--- src/rtl/scl_timer.sv ---
`timescale 1ns/1ps
module scl_timer #(
  parameter int CNT_W   = 16,
  parameter int MIN_CNT = 4,
  parameter int ADDR_W  = 8,
  parameter int DATA_W  = 32,
  parameter logic [ADDR_W-1:0] HI_OFFSET = 'h10,
  parameter logic [ADDR_W-1:0] LO_OFFSET = 'h14
) (
  input  logic              clk,
  input  logic              rst_n,
  input  logic              en,
  input  logic              reg_we,
  input  logic [ADDR_W-1:0] reg_addr,
  input  logic [DATA_W-1:0] reg_wdata,
  output logic [DATA_W-1:0] reg_rdata,
  input  logic              scl_in,
  output logic              scl_drive_low,
  output logic              sample_stb,
  output logic              change_stb
);
  localparam logic [CNT_W-1:0] MIN_V = CNT_W'(MIN_CNT);

  logic [CNT_W-1:0] hi_q, lo_q, hi_eff, lo_eff, cnt, len;
  logic running, phase_hi, ph_end, active;

  assign hi_eff = (hi_q < MIN_V) ? MIN_V : hi_q;
  assign lo_eff = (lo_q < MIN_V) ? MIN_V : lo_q;
  assign ph_end = (cnt == len - 1'b1);
  assign active = en & running;

  always_ff @(posedge clk or negedge rst_n) begin
    if (!rst_n) begin
      hi_q <= MIN_V;
      lo_q <= MIN_V;
    end else if (reg_we) begin
      if (reg_addr == HI_OFFSET) hi_q <= reg_wdata[CNT_W-1:0];
      else if (reg_addr == LO_OFFSET) lo_q <= reg_wdata[CNT_W-1:0];
    end
  end

  always_comb begin
    reg_rdata = '0;
    if (reg_addr == HI_OFFSET) reg_rdata[CNT_W-1:0] = hi_q;
    else if (reg_addr == LO_OFFSET) reg_rdata[CNT_W-1:0] = lo_q;
  end

  always_ff @(posedge clk or negedge rst_n) begin
    if (!rst_n) begin
      running  <= 1'b0;
      phase_hi <= 1'b0;
      cnt      <= '0;
      len      <= MIN_V;
    end else if (!en) begin
      running  <= 1'b0;
      phase_hi <= 1'b0;
      cnt      <= '0;
    end else if (!running) begin
      running  <= 1'b1;
      phase_hi <= 1'b0;
      cnt      <= '0;
      len      <= lo_eff;
    end else if (!phase_hi) begin
      if (ph_end) begin
        phase_hi <= 1'b1;
        cnt      <= '0;
        len      <= hi_eff;
      end else begin
        cnt <= cnt + 1'b1;
      end
    end else if (scl_in) begin
      if (ph_end) begin
        phase_hi <= 1'b0;
        cnt      <= '0;
        len      <= lo_eff;
      end else begin
        cnt <= cnt + 1'b1;
      end
    end
  end

  assign scl_drive_low = active & ~phase_hi;
  assign change_stb    = active & ~phase_hi & (cnt == '0);
  assign sample_stb    = active & phase_hi & scl_in & (cnt == (len >> 1));
endmodule


--- config.mk ---
export PLATFORM = sky130hd
export DESIGN_NAME = scl_timer
export DESIGN_NICKNAME = d
export VERILOG_FILES = /design/src/rtl/scl_timer.sv
export SDC_FILE = /design/constraint.sdc
export NUM_CORES = 1
export LEC_CHECK = 0
export ABC_AREA = 1
export BUFFER_PORTS_ARGS = -buffer_cell sky130_fd_sc_hd__buf_2
export CELL_PAD_IN_SITES_DETAIL_PLACEMENT = 0
export CELL_PAD_IN_SITES_GLOBAL_PLACEMENT = 2
export CORE_ASPECT_RATIO = 1.4
export CORE_UTILIZATION = 28
export DETAILED_ROUTE_END_ITERATION = 10
export GPL_ROUTABILITY_DRIVEN = 0
export PLACE_DENSITY_LB_ADDON = 0.1
export SKIP_CTS_REPAIR_TIMING = 1
export SLEW_MARGIN = 20
export SYNTH_ARGS = -nofsm -noshare
export SYNTH_HDL_FRONTEND = slang
export SYNTH_SLANG_ARGS = --single-unit
--- constraint.sdc ---
create_clock -name clk -period 2.15 [get_ports clk]
set_input_delay 0.1075 -clock clk [delete_from_list [all_inputs] [get_ports clk]]
set_output_delay 0.1075 -clock clk [all_outputs]
set_load 0.01 [all_outputs]
==> out/results.txt <==
Result of the run = finished, final reports clean
Area share of the largest cell type after synthesis = 35.1%
Fraction of the mapped netlist area in compound gates = 12.2%
Layout Utilization = 37.1%
Proportion of synthesized flip-flops having asynchronous set or reset = 100%
Number of antenna violations at the first check in global routing = 0
Switching power = 1.14 mW
Critical path class = flop to flop
Post-synthesis instance area = 0.00449 mm^2
Clk pin slew, worst setup/hold paths = 0.06 ns
Die width = 109 um
Clk root buf = sky130_fd_sc_hd__clkbuf_16
Max Freq = 473 MHz
Floorplan row count = 54
Die Ht = 152 um
Worst Setup Start Kind = flop
Global-route wire length before repair = 23700 um
Largest area contributor in the netlist = sky130_fd_sc_hd__dfrtp_1
Area share of and/or/nand/nor cells after synthesis = 32.4%
Avg Inst Size Synth = 7.09 um^2
Number of global-route vias before repair = 4481
Worst flop-to-flop path startpoint = len[2]
# clock sinks = 66
FF+latch count, synth = 66
Post-synth top cells = sky130_fd_sc_hd__nand2_1, sky130_fd_sc_hd__inv_1, sky130_fd_sc_hd__dfrtp_1
Most common cell in the netlist = sky130_fd_sc_hd__nand2_1
Synthesis Warnings = 0
Net switching share of the total power = 30.5%
Mapped Cells = 633
Htree depth = 3
Layout cell share with drive strength beyond 1 = 24.8%
Crit Reg-Reg Endpoint = len[0]
Setup Skew = 0.0143 ns
Reg-to-reg setup timing slack = 0.04 ns
Combinational family with the most area after synthesis = simple AND/OR/NAND/NOR gates
Number of hold violations in the final report = 0
Number of violations reported at the end of detailed-routing iteration 0 = 180
FF-to-FF path depth = 13
Crit. Startpoint = len[2]
Slew Viols, Final = 0
Number of detailed-routing iterations run before antenna repair = 4
Power Density = 643 mW/mm^2
Total number of vias = 4447
Primary FF master, synth = sky130_fd_sc_hd__dfrtp_1
Peak fanout along the critical path = 8
WP data arrival = 2.33 ns
Final antenna-violating net count = 0
Final critical-path required period = 2.11 ns
Global-route congestion overflow total = 0
Max-capacitance violation count = 0
Total global-route track usage = 19.1%
Worst hold path class = input pin to flop
Routed vias/inst = 4.78
Combinational power share = 23.6%
Critical path required time = 2.36 ns
Top cells by area in the synthesized netlist = sky130_fd_sc_hd__dfrtp_1, sky130_fd_sc_hd__nand2_1, sky130_fd_sc_hd__inv_1
Slew at the pin closest to its max-slew limit = 0.585 ns
Number of nets at the end of the flow = 778
Unrepaired setup endpoints after global routing = yes
Sequential-to-total area share from yosys stat = 36.9%
CTS max path bufs = 2
Number of I/O pins = 80
Layout filler cell count = 1682
EDFF count, synth = 0
Post-DP HPWL = 12000 um
Number of antenna repair diodes = 0
Pint = 2.59 mW
Standby leakage power = 2.88 nW
Core Region = 0.0156 mm^2
Worst relative slew slack = 60.9%
Synthesized-area fraction occupied by adder cells = 0.836%
DRC violation count after routing = 0
Die footprint = 0.0165 mm^2
Setup Slack @ Placement = -0.0951 ns
Final clock period utilization by the worst path = 98.3%
Final WL = 15200 um
CTS tree = yes
Distinct cell type count of the synthesized netlist = 42
End of the critical path = len[0]
Worst setup EP type = flop
Area Growth Syn to Fin = 29.0%
Average routed wire per standard cell = 16.4 um
Final Worst Setup Slack = 0.0361 ns
Seq pwr share = 36.4%
Multiplexer share of the synthesized area = 0%
Cts bufs inserted = 9
Xor/xnor cell area share of the yosys netlist = 4.88%
Clock power frac = 39.9%
Setup violation total in the final timing report = 0
Initial standard-cell utilization of the core = 28.8%
IO buf count = 47
Clock latency at the later pin of the worst-skew pair = 0.34 ns
Worst vdd ir = 0.358 mV
Maximum number of pins on one net before global-route repair = 33
## area by class of cell
| type | count | area [um^2] | share of cell area (%) |
|---|---|---|---|
| clock inverters | 4 | 52.6 | 0.907 |
| well taps | 196 | 245 | 4.23 |
| flip-flops and latches | 66 | 1660 | 28.6 |
| clock buffers | 12 | 246 | 4.26 |
| inverters | 89 | 334 | 5.77 |
| multi-input cells | 453 | 2480 | 42.8 |
| repair buffers | 111 | 779 | 13.5 |
## worst min path at each step
stage,startpoint,endpoint,slack (ns),depth (start not counted)
detailed placement,rst_n,hi_q[1],0.10,1
floorplan,rst_n,cnt[0],-0.19,0
global placement,rst_n,hi_q[1],0.1,1
global route,reg_wdata[2],lo_q[2],0.02,3
finish,reg_wdata[2],lo_q[2],0.007,3
CTS,rst_n,hi_q[1],-0.26,1
## worst max-delay path, cell delays in order (launching register included)
cell,delay (ns)
sky130_fd_sc_hd__dfstp_2,0.39
sky130_fd_sc_hd__buf_6,0.12
sky130_fd_sc_hd__nor2_4,0.16
sky130_fd_sc_hd__nand2_4,0.09
sky130_fd_sc_hd__nor2_4,0.19
sky130_fd_sc_hd__nand2_2,0.08
sky130_fd_sc_hd__nand3_2,0.09
sky130_fd_sc_hd__nand3_2,0.10
sky130_fd_sc_hd__nor3_4,0.23
sky130_fd_sc_hd__nand2_4,0.10
sky130_fd_sc_hd__nand2_8,0.12
sky130_fd_sc_hd__nand3_4,0.15
sky130_fd_sc_hd__nand2_1,0.10
sky130_fd_sc_hd__nand2_1,0.05
## routing by layer
metal	track usage (%)	vias to the layer above	share of wire [%]
met2	34.0	127	54
met5	0	-	0
met3	1.80	35	3.3
li1	-	2238	-
met4	9.33	0	3.5
met1	22.3	2047	39
## registers in the layout (all words and copies together) (netlist names)
register	count
hi_q	16
cnt	16
lo_q	16
running	1
len	16
phase_hi	1
## logic make-up (layout without fill, tap and decap cells)
group / Yosys count / count (layout)
other: 1 / 16
AO/OA/AOI/OAI: 95 / 95
XOR/XNOR: 25 / 25
adder cells (fa/ha/maj): 3 / 3
buffers and inverters: 130 / 216
flip-flops: 66 / 66
AND/OR/NAND/NOR: 313 / 314
## stage by stage
step	TNS [ns]	hold slack, ns	cell area, um^2	std cells	total power [mW]
2_1_floorplan	0	-0.188	4540	648	1.87
3_3_place_gp	-1.05	0.0999	5240	907	2.18
3_5_place_dp	-1.55	0.104	5240	907	2.19
6_report	0	0.00684	5790	931	3.72
4_1_cts	-1.88	-0.263	5540	923	3.70
5_1_grt	-2.80	0.0187	5790	931	3.93
## power groups by stage
stage,logic [mW],clock network [mW],registers (mW)
after floorplan,0.516,0,1.36
after global placement,0.806,0,1.37
after detailed placement,0.815,0,1.37
after CTS,0.817,1.53,1.35
after global routing,0.989,1.57,1.36
final,0.879,1.49,1.36
## placed cells by master, fill, tap and decap left out, types with 2 or more instances in the layout
master                       instances
sky130_fd_sc_hd__ha_1                2
sky130_fd_sc_hd__a21oi_1             3
sky130_fd_sc_hd__nand3_1            22
sky130_fd_sc_hd__nor2_2              9
sky130_fd_sc_hd__conb_1             16
sky130_fd_sc_hd__clkbuf_16          10
sky130_fd_sc_hd__nand2_1           162
sky130_fd_sc_hd__nand3_2             7
sky130_fd_sc_hd__buf_4              55
sky130_fd_sc_hd__xor2_1             16
sky130_fd_sc_hd__nand4_1            30
sky130_fd_sc_hd__buf_2              47
sky130_fd_sc_hd__inv_1              85
sky130_fd_sc_hd__nor3_1              8
sky130_fd_sc_hd__o22ai_1            36
sky130_fd_sc_hd__dfstp_2             3
sky130_fd_sc_hd__nor2_4              6
sky130_fd_sc_hd__o21ai_0            47
sky130_fd_sc_hd__dfrtp_1            61
sky130_fd_sc_hd__inv_2               4
sky130_fd_sc_hd__dfrtp_2             2
sky130_fd_sc_hd__buf_12              2
sky130_fd_sc_hd__nand3_4             2
sky130_fd_sc_hd__nor2_1             34
sky130_fd_sc_hd__nand2_4             3
sky130_fd_sc_hd__buf_6               5
sky130_fd_sc_hd__clkbuf_1            2
sky130_fd_sc_hd__nor4_1              8
sky130_fd_sc_hd__clkinvlp_4          3
sky130_fd_sc_hd__a221oi_1            3
sky130_fd_sc_hd__xnor2_1             8
sky130_fd_sc_hd__nand2_2            12
sky130_fd_sc_hd__nand3b_1            3
Power figures use the tool's default switching activity.
